## src/rtl/ppm_pkg.sv

```systemverilog
package ppm_pkg;

  localparam int SEQ_W = 7;

  // advance the 7-bit sequence (x^7 + x^6 + 1)
  function automatic logic [SEQ_W-1:0] seq_step(input logic [SEQ_W-1:0] s);
    return {s[SEQ_W-2:0], s[SEQ_W-1] ^ s[SEQ_W-2]};
  endfunction

  // clamp a requested frame length to the minimum
  function automatic int unsigned clamp_len(input int unsigned req, input int unsigned min_len);
    return (req < min_len) ? min_len : req;
  endfunction

  // slot offset of the late slot
  function automatic int unsigned late_offset(input int unsigned len);
    return len >> 1;
  endfunction

  // tap mask with the low `live` bits set
  function automatic logic [31:0] live_taps(input int unsigned live);
    logic [31:0] m;
    m = '0;
    for (int i = 0; i < 32; i++) m[i] = (i < live);
    return m;
  endfunction

endpackage

```

## src/rtl/ppm_frame_timer.sv

```systemverilog
module ppm_frame_timer
  import ppm_pkg::*;
#(
  parameter int CW      = 8,
  parameter int MIN_LEN = 8
) (
  input  logic          clk,
  input  logic          rst_n,
  input  logic [CW-1:0] frame_len_i,
  output logic          start_o,
  output logic [CW-1:0] pos_o,
  output logic [CW-1:0] half_o
);

  logic [CW-1:0] pos_q, len_q, cur_len, req_len;

  assign start_o = (pos_q == '0);
  assign req_len = CW'(clamp_len(int'(frame_len_i), MIN_LEN));
  assign cur_len = start_o ? req_len : len_q;
  assign pos_o   = pos_q;
  assign half_o  = CW'(late_offset(int'(cur_len)));

  always_ff @(posedge clk) begin
    if (!rst_n) begin
      pos_q <= '0;
      len_q <= CW'(MIN_LEN);
    end else begin
      pos_q <= (pos_q == cur_len - 1'b1) ? '0 : pos_q + 1'b1;
      if (start_o) len_q <= req_len;
    end
  end


  len_floor_chk: assert property (@(posedge clk) disable iff (!rst_n)
    len_q >= CW'(MIN_LEN));


  len_hold_chk: assert property (@(posedge clk) disable iff (!rst_n)
    !start_o |=> $stable(len_q));

endmodule

```

## src/rtl/ppm_prbs7.sv

```systemverilog
module ppm_prbs7
  import ppm_pkg::*;
#(
  parameter logic [SEQ_W-1:0] SEED = 7'h01
) (
  input  logic clk,
  input  logic rst_n,
  input  logic adv_i,
  output logic bit_o
);

  logic [SEQ_W-1:0] state_q;

  assign bit_o = state_q[SEQ_W-1];

  always_ff @(posedge clk) begin
    if (!rst_n)     state_q <= SEED;
    else if (adv_i) state_q <= seq_step(state_q);
  end


  seq_nonzero_chk: assert property (@(posedge clk) disable iff (!rst_n)
    state_q != '0);


  seq_hold_chk: assert property (@(posedge clk) disable iff (!rst_n)
    !adv_i |=> $stable(state_q));

endmodule

```

## src/rtl/ppm_pulse_gate.sv

```systemverilog
module ppm_pulse_gate
  import ppm_pkg::*;
#(
  parameter int TAPS    = 32,
  parameter int LIVE    = 30,
  parameter int PULSE_W = 4
) (
  input  logic            clk,
  input  logic            rst_n,
  input  logic            fire_i,
  output logic            trig_o,
  output logic [TAPS-1:0] mask_o,
  output logic            fb_break_o
);

  localparam int WW = $clog2(PULSE_W + 1);
  localparam logic [31:0] LIVE_MASK = live_taps(LIVE);

  logic [WW-1:0] win_q;
  logic          trig_q, win_on;

  assign win_on     = (win_q != '0);
  assign trig_o     = trig_q;
  assign fb_break_o = win_on;

  genvar g;
  generate
    for (g = 0; g < TAPS; g++) begin : g_tap
      if (g < LIVE) begin : g_live
        assign mask_o[g] = win_on & LIVE_MASK[g];
      end else begin : g_dead
        assign mask_o[g] = 1'b0;
      end
    end
  endgenerate

  always_ff @(posedge clk) begin
    if (!rst_n) begin
      win_q  <= '0;
      trig_q <= 1'b0;
    end else begin
      trig_q <= fire_i;
      if (fire_i)      win_q <= WW'(PULSE_W);
      else if (win_on) win_q <= win_q - 1'b1;
    end
  end


  dead_taps_chk: assert property (@(posedge clk) disable iff (!rst_n)
    mask_o[TAPS-1:LIVE] == '0);


  win_open_chk: assert property (@(posedge clk) disable iff (!rst_n)
    (fb_break_o && !trig_o) |-> $past(fb_break_o));


  trig_single_chk: assert property (@(posedge clk) disable iff (!rst_n)
    trig_o |=> !trig_o);

endmodule

```

## src/rtl/ppm_pulse_sched.sv

```systemverilog
module ppm_pulse_sched
  import ppm_pkg::*;
#(
  parameter int CW      = 8,
  parameter int TAPS    = 32,
  parameter int LIVE    = 30,
  parameter int PULSE_W = 4,
  parameter logic [SEQ_W-1:0] SEED = 7'h01
) (
  input  logic            clk,
  input  logic            rst_n,
  input  logic [CW-1:0]   frame_len_i,
  input  logic            bit_valid_i,
  input  logic            bit_data_i,
  output logic            bit_ready_o,
  output logic            trig_o,
  output logic            scramble_o,
  output logic [TAPS-1:0] tap_mask_o,
  output logic            fb_break_o
);

  localparam int MIN_LEN = (2 * PULSE_W > 4) ? 2 * PULSE_W : 4;

  logic          start, take, seq_bit, fire;
  logic [CW-1:0] pos, half;
  logic          armed_q, bit_q, scr_q;

  ppm_frame_timer #(.CW(CW), .MIN_LEN(MIN_LEN)) u_timer (
    .clk(clk), .rst_n(rst_n), .frame_len_i(frame_len_i),
    .start_o(start), .pos_o(pos), .half_o(half)
  );

  assign take = start & bit_valid_i;

  ppm_prbs7 #(.SEED(SEED)) u_seq (
    .clk(clk), .rst_n(rst_n), .adv_i(take), .bit_o(seq_bit)
  );

  assign fire = (take & ~bit_data_i) |
                (~start & armed_q & bit_q & (pos == half));

  ppm_pulse_gate #(.TAPS(TAPS), .LIVE(LIVE), .PULSE_W(PULSE_W)) u_gate (
    .clk(clk), .rst_n(rst_n), .fire_i(fire),
    .trig_o(trig_o), .mask_o(tap_mask_o), .fb_break_o(fb_break_o)
  );

  always_ff @(posedge clk) begin
    if (!rst_n) begin
      armed_q <= 1'b0;
      bit_q   <= 1'b0;
      scr_q   <= 1'b0;
    end else if (start) begin
      armed_q <= take;
      bit_q   <= bit_data_i;
      scr_q   <= take & seq_bit;
    end
  end

  assign bit_ready_o = start;
  assign scramble_o  = scr_q;


  trig_off_start_chk: assert property (@(posedge clk) disable iff (!rst_n)
    trig_o |-> !bit_ready_o);


  scr_hold_chk: assert property (@(posedge clk) disable iff (!rst_n)
    !bit_ready_o |=> $stable(scramble_o));


  empty_frame_chk: assert property (@(posedge clk) disable iff (!rst_n)
    (bit_ready_o && !bit_valid_i) |=> !scramble_o);


  scr_source_chk: assert property (@(posedge clk) disable iff (!rst_n)
    (bit_ready_o && bit_valid_i) |=> scramble_o == $past(seq_bit));

endmodule

```

## config.mk

```make
export PLATFORM = sky130hd
export DESIGN_NAME = ppm_pulse_sched
export DESIGN_NICKNAME = d
export VERILOG_FILES = /design/src/rtl/ppm_pkg.sv /design/src/rtl/ppm_frame_timer.sv /design/src/rtl/ppm_prbs7.sv /design/src/rtl/ppm_pulse_gate.sv /design/src/rtl/ppm_pulse_sched.sv
export SDC_FILE = /design/constraint.sdc
export NUM_CORES = 1
export LEC_CHECK = 0
export BUFFER_PORTS_ARGS = -buffer_cell sky130_fd_sc_hd__buf_2
export CORE_UTILIZATION = 49
export DETAILED_ROUTE_END_ITERATION = 6
export GPL_TIMING_DRIVEN = 0
export PLACE_DENSITY = 0.76
export SLEW_MARGIN = 40
export SYNTH_ARGS = -nofsm -noshare
export SYNTH_HDL_FRONTEND = slang
export SYNTH_SLANG_ARGS = --single-unit
```

## constraint.sdc

```tcl
create_clock -name clk -period 3.1 [get_ports clk]
set_input_delay 0.155 -clock clk [delete_from_list [all_inputs] [get_ports clk]]
set_output_delay 0.155 -clock clk [all_outputs]
set_load 0.1 [all_outputs]
```

==> results_dict.tcl <==
set metrics [dict create \
    crit_type "flip-flop to flip-flop" \
    r2r_start "u_timer.pos_o[5]" \
    synthArstFlopShare_pct 0 \
    synth_area_leaders "dfxtp_1 (28%), buf_4 (11%), xnor2_1 (4.9%)" \
    clock_sinks 30 \
    worstPathRequired_ps 3310 \
    wl_met2_microns 2360 \
    multi_input_area_sq_um 1200 \
    final_common_cell "buf_2" \
    fp.dieH_microns 67.8 \
    start_util_pct 52.0 \
    post-dp-hpwl_microns 3420 \
    synth.distinct_cells 57 \
    ys_ff_latch 30 \
    cpPeakStageDelay_ps 560 \
    arrival_ps 3090 \
    synth_top_area_cell "dfxtp_1" \
    min_delay_worst_endpoint "bit_q" \
    drt_wl_total_microns 5010 \
    grt_overflow 0 \
    firstDrtPassIters 4 \
    remaining_drc_errors 0 \
    core_area_sq_um 4090 \
    yosys_warnings 0 \
    area_growth_pct 21.3 \
    grt_max_degree 32 \
    reg2regPathDepth 12 \
    final-hold-violation-count 0 \
    path_cells "buf_6, or4_4, o21ai_2, o21ai_4, inv_2, ha_2, inv_1, or4_1, nand4_2, nor4_4, buf_4, a21oi_1" \
    wl_met3_microns 354 \
    drtIter0Drc 82 \
    clock_latency_ps 290 \
    routed.top_layer "met4" \
    fin_util_pct 63.0 \
    layout.nets 331 \
    grt_pass1_vias 1634 \
    final-seq-area_sq_um 603 \
    synth_top_area_share_pct 28.3 \
    antenna_cells 0 \
    wl_per_cell_microns 13.8 \
    postRouteAntennaNets 0 \
    relSlewSlack_pct 48.8 \
    design.die.area_sq_um 4600 \
    critical-path-top-delay-family "simple AND/OR/NAND/NOR gates" \
    rr_endpoint "u_timer.pos_o[0]" \
    min_period_ps 2880 \
    ios 48 \
    drv_cap 0 \
    cts-hold-fix-buffers 0 \
    final_cells 364 \
    synth-main-ff-cell "dfxtp_1" \
    drive_above_1_share_pct 37.6 \
    rows 23 \
    max_freq_mhz 347 \
    yosysSeqAreaShare_pct 28.3 \
    fin_crit_sh_pct 93.0 \
    finClkSkew_ps 5.57 \
    clk_path_buf_depth 2 \
    syn_inst 256 \
    gp_congestion 0.924 \
    path_buf_inv 4 \
    holdPathStages 3 \
    critPathCaptureType "flip-flop" \
    grt_pass1_wl_microns 7580 \
    final_cell_mix "buf_2 (44), buf_4 (39), dfxtp_1 (28)" \
    hold_class "input port to flip-flop" \
    reg2reg_slack_ps 220 \
    pre_cts_ws_ps -494 \
    root_buffer "clkbuf_8" \
    path_max_fanout 10 \
    via_per_inst 5.40 \
    fillers 364 \
    wirelength_met1_microns 2220 \
    tritoncts "yes" \
    vias 1964 \
    hold_start "bit_data_i" \
    die_w_microns 67.8 \
    clk_pin_slew_worst_paths_ps 70 \
    groute.usage.overall_pct 22.4 \
    syn-mean-instance-area_sq_um 8.30 \
    cp_slowest_cell "or4_4" \
    h-tree-depth 2 \
    antenna_found_initial 0 \
    cts_buffers 5 \
    synth_edf_count 0 \
    fin_ws_ps 218 \
    netlist_area_sq_um 2120 \
    worst_slew_pin_slew_ps 767 \
    hold_ws_ps 161 \
    setup_viol 0 \
    dp_cells 350 \
    status "completed" \
    slew_violations 0 \
    port-buffer-count 43 \
    start_kind "flip-flop" \
]
-- how the worst max path moves through the flow --
stage | startpoint | to | slack, ps | depth (start not counted)
final | u_timer.pos_o[5] | u_timer.pos_o[0] | 220 | 12
after global routing | u_timer.pos_o[0] | u_timer.pos_o[6] | -9 | 13
after CTS | u_timer.pos_o[0] | u_timer.pos_o[2] | 40 | 13
after detailed placement | u_timer.pos_o[0] | u_timer.pos_o[4] | -490 | 13
after global placement | u_timer.pos_o[0] | u_timer.pos_o[2] | -410 | 13
after floorplan | u_timer.pos_o[0] | u_timer.pos_o[0] | 170 | 13
-- synth_stat cells (3+ instances only) --
master	number
buf_4	32
dfxtp_1	30
nand2_1	24
nand3_1	16
a21oi_1	15
inv_1	13
xnor2_1	12
a21boi_0	9
nor2_1	7
o21ai_0	7
xor2_1	7
ha_1	6
and2_1	5
clkbuf_1	5
o211ai_1	5
nor4_1	4
nand2b_1	3
nor3_1	3
nor3b_1	3
o21ai_1	3
-- timing repair --
item,4_1_cts,5_1_grt
setup buffers,3,4
resized for setup,3,5
pin swaps,2,1
setup endpoints to repair,8,8
-- metrics by stage --
stage	TNS (ps)	cell area [sq um]
2_1_floorplan	0	2130
3_3_place_gp	-3270	2410
3_5_place_dp	-3880	2410
4_1_cts	0	2530
5_1_grt	-9.24	2580
6_report	0	2580
-- kinds of logic (layout without fill, tap and decap cells) --
| kind of cell | Yosys count | count (layout) | synth area share (%) |
|---|---|---|---|
| flops | 30 | 30 | 28.3 |
| fa+ha+maj | 6 | 6 | 3.53 |
| xor+xnor | 19 | 19 | 7.83 |
| other cells | 1 | 2 | 0.177 |
| mux | 2 | 2 | 0.942 |
| simple gates | 85 | 85 | 24.3 |
| buf+inv | 57 | 114 | 16.5 |
| compound gates | 56 | 56 | 18.4 |
-- final cells by class --
cell class | count | share of cell area [%]
multi-input combinational | 170 | 46.5
sequential | 30 | 23.4
buffer | 42 | 11.5
timing repair buffer | 50 | 10.4
clock buffer | 6 | 3.21
tap | 50 | 2.43
inverter | 14 | 2.04
clock inverter | 2 | 0.486
-- routing by layer --
metal	track usage, %	up-vias
li1	-	973
met1	29.4	904
met2	34.9	76
met3	5.50	11
met4	9.38	0
met5	0	-
-- worst register-to-register path, cell delays in order (launching register included) --
cell	delay, ps
dfxtp_1	340
buf_6	150
or4_4	560
o21ai_2	200
o21ai_4	130
inv_2	110
ha_2	220
inv_1	80
or4_1	540
nand4_2	110
nor4_4	50
buf_4	180
a21oi_1	140
-- sequential cells by signal (all words and copies together) (netlist names) --
register and flops:
armed_q 1, bit_q 1, scramble_o 1, u_gate.trig_o 1, u_gate.win_q 3, u_seq.state_q 7
u_timer.len_q 8, u_timer.pos_o 8
Power is left out: the tool's default activity adds up to more than one toggle a clock period on the data nets, which glitch-free logic cannot reach.
